$ cat src/rtl/baq_pkg.sv
package baq_pkg;
   typedef enum logic [1:0] {
      LP_LOW_HALF  = 2'd0,
      LP_HIGH_HALF = 2'd1,
      LP_FULL      = 2'd2,
      LP_ILLEGAL   = 2'd3
   } lane_pat_e;

   typedef struct packed {
      logic mem_wr;
      logic mem_rd;
      logic reg_wr;
      logic reg_rd;
      logic drop;
      logic rd_resp;
      logic disc;
   } verdict_t;

   localparam logic REGION_MEM = 1'b0;
   localparam logic REGION_REG = 1'b1;
endpackage

$ cat src/rtl/baq_lane_decode.sv
module baq_lane_decode
   import baq_pkg::*;
#(
   parameter int LANES = 4
) (
   input  logic [LANES-1:0] be_n,
   output lane_pat_e        pat,
   output logic [LANES-1:0] lane_act
);
   localparam int HALF = LANES / 2;

   logic [LANES-1:0] low_half_mask;
   logic [LANES-1:0] high_half_mask;

   generate
      if (LANES % 2 != 0 || LANES < 2) begin : g_bad_lanes
         $error("baq_lane_decode: LANES must be even and at least 2");
      end
      for (genvar i = 0; i < LANES; i++) begin : g_lane
         assign lane_act[i]       = ~be_n[i];
         assign low_half_mask[i]  = (i < HALF);
         assign high_half_mask[i] = (i >= HALF);
      end
   endgenerate

   always_comb begin
      if (lane_act == {LANES{1'b1}})
         pat = LP_FULL;
      else if (lane_act == low_half_mask)
         pat = LP_LOW_HALF;
      else if (lane_act == high_half_mask)
         pat = LP_HIGH_HALF;
      else
         pat = LP_ILLEGAL;
   end
endmodule

$ cat src/rtl/baq_policy.sv
module baq_policy
   import baq_pkg::*;
#(
   parameter bit REG_BURST_RD = 1'b0
) (
   input  logic      valid,
   input  logic      region,
   input  logic      write,
   input  logic      first,
   input  logic      last,
   input  lane_pat_e pat,
   output verdict_t  verdict
);
   logic half_or_full;
   logic full_only;
   logic reg_rd_phase_ok;
   logic reg_rd_burst_start;

   assign half_or_full = (pat != LP_ILLEGAL);
   assign full_only    = (pat == LP_FULL);

   generate
      if (REG_BURST_RD) begin : g_reg_burst_ok
         assign reg_rd_phase_ok    = 1'b1;
         assign reg_rd_burst_start = 1'b0;
      end else begin : g_reg_single_only
         assign reg_rd_phase_ok    = first;
         assign reg_rd_burst_start = first & ~last;
      end
   endgenerate

   always_comb begin
      verdict = '0;
      if (valid) begin
         if (region == REGION_MEM) begin
            if (write) begin
               verdict.mem_wr = half_or_full;
               verdict.drop   = ~half_or_full;
            end else begin
               verdict.mem_rd  = 1'b1;
               verdict.rd_resp = 1'b1;
            end
         end else begin
            if (write) begin
               verdict.reg_wr = full_only;
               verdict.drop   = ~full_only;
            end else begin
               verdict.reg_rd  = half_or_full & reg_rd_phase_ok;
               verdict.drop    = ~(half_or_full & reg_rd_phase_ok);
               verdict.rd_resp = 1'b1;
               verdict.disc    = reg_rd_burst_start;
            end
         end
      end
   end
endmodule

$ cat src/rtl/baq_datapath.sv
module baq_datapath
   import baq_pkg::*;
#(
   parameter int ADDR_W = 32,
   parameter int DATA_W = 32,
   parameter int LANES  = DATA_W / 8
) (
   input  logic              clk,
   input  logic              rst_n,
   input  verdict_t          verdict,
   input  logic [LANES-1:0]  lane_act,
   input  logic [ADDR_W-1:0] addr_in,
   input  logic [DATA_W-1:0] wdata_in,
   input  logic [DATA_W-1:0] mem_rdata,
   input  logic [DATA_W-1:0] reg_rdata,
   output verdict_t          verdict_q,
   output logic [LANES-1:0]  wmask,
   output logic [ADDR_W-1:0] addr_q,
   output logic [DATA_W-1:0] wdata_q,
   output logic [DATA_W-1:0] rd_data
);
   always_ff @(posedge clk or negedge rst_n) begin
      if (!rst_n) begin
         verdict_q <= '0;
         wmask     <= '0;
         addr_q    <= '0;
         wdata_q   <= '0;
      end else begin
         verdict_q <= verdict;
         wmask     <= verdict.mem_wr ? lane_act : '0;
         addr_q    <= addr_in;
         wdata_q   <= wdata_in;
      end
   end

   always_comb begin
      if (verdict_q.mem_rd)
         rd_data = mem_rdata;
      else if (verdict_q.reg_rd)
         rd_data = reg_rdata;
      else
         rd_data = '0;
   end


   refused_read_zero_chk: assert property (@(posedge clk) disable iff (!rst_n)
      (verdict_q.rd_resp && !verdict_q.mem_rd && !verdict_q.reg_rd) |-> (rd_data == '0));


   mask_only_on_write_chk: assert property (@(posedge clk) disable iff (!rst_n)
      !verdict_q.mem_wr |-> (wmask == '0));
endmodule

$ cat src/rtl/baq_access_qualifier.sv
module baq_access_qualifier
   import baq_pkg::*;
#(
   parameter int ADDR_W       = 32,
   parameter int DATA_W       = 32,
   parameter bit REG_BURST_RD = 1'b0
) (
   input  logic              clk,
   input  logic              rst_n,
   input  logic              ph_valid,
   input  logic              ph_region,
   input  logic              ph_write,
   input  logic              ph_first,
   input  logic              ph_last,
   input  logic [3:0]        ph_be_n,
   input  logic [ADDR_W-1:0] ph_addr,
   input  logic [DATA_W-1:0] ph_wdata,
   input  logic [DATA_W-1:0] mem_rdata,
   input  logic [DATA_W-1:0] reg_rdata,
   output logic              mem_wr_stb,
   output logic              mem_rd_stb,
   output logic [3:0]        mem_wmask,
   output logic              reg_wr_stb,
   output logic              reg_rd_stb,
   output logic [ADDR_W-1:0] out_addr,
   output logic [DATA_W-1:0] out_wdata,
   output logic              rd_valid,
   output logic [DATA_W-1:0] rd_data,
   output logic              discard_pulse,
   output logic              disconnect_req
);
   localparam int LANES = DATA_W / 8;

   generate
      if (DATA_W != 32) begin : g_bad_width
         $error("baq_access_qualifier: only a 32-bit data path is supported");
      end
      if (ADDR_W != 32) begin : g_bad_addr
         $error("baq_access_qualifier: only 32-bit addressing is supported");
      end
   endgenerate

   lane_pat_e        pat;
   logic [LANES-1:0] lane_act;
   verdict_t         verdict;
   verdict_t         verdict_q;

   baq_lane_decode #(.LANES(LANES)) u_decode (
      .be_n     (ph_be_n),
      .pat      (pat),
      .lane_act (lane_act)
   );

   baq_policy #(.REG_BURST_RD(REG_BURST_RD)) u_policy (
      .valid   (ph_valid),
      .region  (ph_region),
      .write   (ph_write),
      .first   (ph_first),
      .last    (ph_last),
      .pat     (pat),
      .verdict (verdict)
   );

   baq_datapath #(.ADDR_W(ADDR_W), .DATA_W(DATA_W), .LANES(LANES)) u_path (
      .clk       (clk),
      .rst_n     (rst_n),
      .verdict   (verdict),
      .lane_act  (lane_act),
      .addr_in   (ph_addr),
      .wdata_in  (ph_wdata),
      .mem_rdata (mem_rdata),
      .reg_rdata (reg_rdata),
      .verdict_q (verdict_q),
      .wmask     (mem_wmask),
      .addr_q    (out_addr),
      .wdata_q   (out_wdata),
      .rd_data   (rd_data)
   );

   assign mem_wr_stb     = verdict_q.mem_wr;
   assign mem_rd_stb     = verdict_q.mem_rd;
   assign reg_wr_stb     = verdict_q.reg_wr;
   assign reg_rd_stb     = verdict_q.reg_rd;
   assign discard_pulse  = verdict_q.drop;
   assign rd_valid       = verdict_q.rd_resp;
   assign disconnect_req = verdict_q.disc;


   one_outcome_chk: assert property (@(posedge clk) disable iff (!rst_n)
      $onehot0({mem_wr_stb, mem_rd_stb, reg_wr_stb, reg_rd_stb, discard_pulse}));


   phase_has_outcome_chk: assert property (@(posedge clk) disable iff (!rst_n)
      ph_valid |=> $countones({mem_wr_stb, mem_rd_stb, reg_wr_stb, reg_rd_stb, discard_pulse}) == 1);


   reg_wr_full_chk: assert property (@(posedge clk) disable iff (!rst_n)
      (ph_valid && ph_region && ph_write && ph_be_n != 4'b0000) |=> (!reg_wr_stb && discard_pulse));


   mem_wr_pattern_chk: assert property (@(posedge clk) disable iff (!rst_n)
      mem_wr_stb |-> (mem_wmask == 4'b1100 || mem_wmask == 4'b0011 || mem_wmask == 4'b1111));


   disconnect_on_read_chk: assert property (@(posedge clk) disable iff (!rst_n)
      disconnect_req |-> (rd_valid && !mem_rd_stb));


   idle_quiet_chk: assert property (@(posedge clk) disable iff (!rst_n)
      !ph_valid |=> !(rd_valid || discard_pulse || disconnect_req || mem_wr_stb || reg_wr_stb));
endmodule

$ cat config.mk
export PLATFORM = sky130hd
export DESIGN_NAME = baq_access_qualifier
export DESIGN_NICKNAME = d
export VERILOG_FILES = /design/src/rtl/baq_pkg.sv /design/src/rtl/baq_lane_decode.sv /design/src/rtl/baq_policy.sv /design/src/rtl/baq_datapath.sv /design/src/rtl/baq_access_qualifier.sv
export SDC_FILE = /design/constraint.sdc
export NUM_CORES = 1
export LEC_CHECK = 0
export BUFFER_PORTS_ARGS = -buffer_cell sky130_fd_sc_hd__buf_2
export CAP_MARGIN = 20
export CORE_AREA = 2 2 96 98
export DETAILED_ROUTE_END_ITERATION = 10
export DIE_AREA = 0 0 98 100
export PLACE_DENSITY = 0.67
export SLEW_MARGIN = 15
export SYNTH_ARGS = -nofsm -noshare
export SYNTH_HDL_FRONTEND = slang
export SYNTH_SLANG_ARGS = --single-unit
$ cat constraint.sdc
create_clock -name clk -period 1.1 [get_ports clk]
set_input_delay 0.22 -clock clk [delete_from_list [all_inputs] [get_ports clk]]
set_output_delay 0.22 -clock clk [all_outputs]
set_load 0.02 [all_outputs]
==> impl_metrics.toml <==
[status]
outcome = "complete, but fails checks"
violations = "negative setup slack"

[floorplan]
core-area_um2 = 8890
die_w_um = 98
die_y_um = 100
rows = 35
dieArea_um2 = 9800
io_pins = 246
initial_core_util = 0.267

[clock_tree]
root_buffer = "clkbuf_8"
clockBufferDepth = 2
clk_pin_slew_ns = 0.08
cts_setup_buffers = 0
cts_sinks = 75
cts_tree = "done"
numCtsBuffers = 9
htreeDepth = 3

[routing]
drtIter0Drc = 32
drc = 0
wirelength_mm = 10.4
vias_per_cell = 4.45
dr.max_layer_used = "met4"
drt_pass1_iterations = 5
antenna_left = 0
drt-met1-wl_mm = 3.62
wl_met3_mm = 1.11
vias = 2588
wl_per_cell_um = 17.8
routed-wl-met2_mm = 5.43

[grt]
grt.total_usage = 0.195
grt_first_pass_wirelength_mm = 14.7
antenna_found_initial = 1
gr-total-overflow = 0
grt_pass1_vias = 2825
grt_max_degree = 40

[cells_and_area]
fin_area_um2 = 5580
nets = 604
final_cell_mix = "buf_2 (139), buf_6 (95), dfrtp_1 (74), dlygate4sd3_1 (65), a22o_4 (30)"
drive_above_1_share = 0.653
final_common_cell = "buf_2"
nFillCells = 655
syn_to_final_growth_pct = 135

[timing]
rsz0062_at_grt = "yes"
slew_headroom = 0.732
worstMarginPinSlew_ns = 0.399
setup_viol = 39
hold_ws_ns = 0.0338
min_period_ns = 1.63
finalHoldViolCount = 0
finalSetupTns_ns = -16.70
report.final.slew_viol_count = 0
fmax_ghz = 0.613
fin_crit_sh = 1.48
finalWorstSetupSlack_ns = -0.530

[synthesis]
synth.lib_cells_used.distinct = 22
synth-xor-area-share = 0.00686
yosys.area.top_type = "dfrtp_1"
synth_top_family_by_area = "compound AO/OA/AOI/OAI gates"
syn_area_um2 = 2370
synthDominantCellAreaShare = 0.791
ys.warnings.count = 0
synth-adder-area-share = 0
synth_mux_area_frac = 0
netlist_instances = 143
ys_seq_elements = 75
yosys.area_share.simple = 0.0427
yosysSeqAreaShare = 0.791
synth-compound-area-share = 0.141
avgSynthCellArea_um2 = 16.6
synthesis.nets = 282
synthTopCellsByArea = "dfrtp_1 (79%), a22o_1 (11%), nor3_1 (1.1%)"

[power_and_ir_drop]
ir_worst_vdd_v = 0.00106
powerDensity_nw_per_um2 = 1160
p_total_mw = 6.46
p_leak_nw = 2.87

[worst_setup_path]
crit_path_max_incr_delay_ns = 0.44
cp.arrival_ns = 1.41
path_cells = "nor2b_4, buf_12, a22o_1, buf_4"
path_class = "flip-flop to output pin"
crit_required_ns = 0.88
crit_path_end_kind = "output pin"
cp_max_fo = 21
worst-path-buf-inv = 2
cp-start-kind = "flip-flop"
cp_slowest_cell = "dfrtp_2"
critPathTopFamily = "flip-flops"

[placement]
dp_hpwl_mm = 6.52
place_area_um2 = 4100
io_buffers = 245
gp_congestion = 0.796
place_ws_ns = -0.187

[run]
drv_cap = 0

[hold_path]
hp-class = "input pin to flip-flop"
## layout make-up
| cell class | count | area, µm² | share of cell area |
|---|---|---|---|
| timing repair buffer | 319 | 2620 | 0.469 |
| multi-input combinational | 58 | 727 | 0.130 |
| tap | 111 | 139 | 0.0249 |
| clock buffer | 10 | 138 | 0.0247 |
| sequential | 75 | 1880 | 0.337 |
| inverter | 2 | 7.51 | 0.00135 |
| antenna | 1 | 2.50 | 0.000448 |
| clock inverter | 6 | 72.6 | 0.0130 |
## cell usage after synthesis
cell	number
dfrtp_1	75
a22o_1	31
nor3_1	5
buf_2	4
clkbuf_1	4
nor2_1	4
inv_1	2
nand2_1	2
nand3_1	2
nor2b_1	2
a211oi_2	1
a21oi_1	1
a31o_2	1
nand3b_1	1
nand4bb_1	1
nor4_1	1
o21ai_0	1
o22ai_1	1
o311ai_1	1
o31a_4	1
or3_1	1
xor2_2	1
## kinds of logic (layout without fill, tap and decap cells)
kind of cell	after synthesis	in the layout
simple gates	19	19
buf+inv	10	337
flops	75	75
compound gates	38	38
xor+xnor	1	1
other cells	0	1
## metal layers
layer / vias to the layer above / global-route usage
met1: 1250 / 0.214
met4: 0 / 0.0716
met2: 164 / 0.346
li1: 1159 / -
met5: - / 0
met3: 15 / 0.0738
## per-stage QoR
stage / std cells / util
2_1_floorplan: 143 / -
4_1_cts: 580 / 0.598
3_5_place_dp: 500 / 0.461
3_3_place_gp: 500 / 0.461
5_1_grt: 582 / 0.628
6_report: 582 / 0.628
## state kept, by name, summed over array words and instances, names as in the netlist
register / count
u_path.addr_q: 32
u_path.wdata_q: 32
u_path.wmask: 4
u_path.verdict_q: 7
## where the power goes
part | internal, mW | switching, mW | total (mW)
sequential | 2.88 | 0.0758 | 2.96
combinational | 0.727 | 0.580 | 1.31
clock | 1.13 | 1.06 | 2.19
## timing repair
action / in CTS / in global routing
endpoints found under the hold margin: 138 / 1
setup endpoints to repair: 69 / 106
resized for setup: 117 / 83
pin swaps: 0 / 0
hold buffers: 64 / 1
## final timing paths
check                                     from                  end  slack, ns  cells past startpoint
setup / recovery           u_path.verdict_q[5]           rd_data[6]      -0.53                      4
hold / removal                         ph_last  u_path.verdict_q[0]       0.03                      2
max in group asynchronous                rst_n  u_path.verdict_q[5]       0.43                      3
min in group asynchronous                rst_n    u_path.addr_q[25]       0.24                      2
No activity file was read; power rests on OpenSTA's default activity.
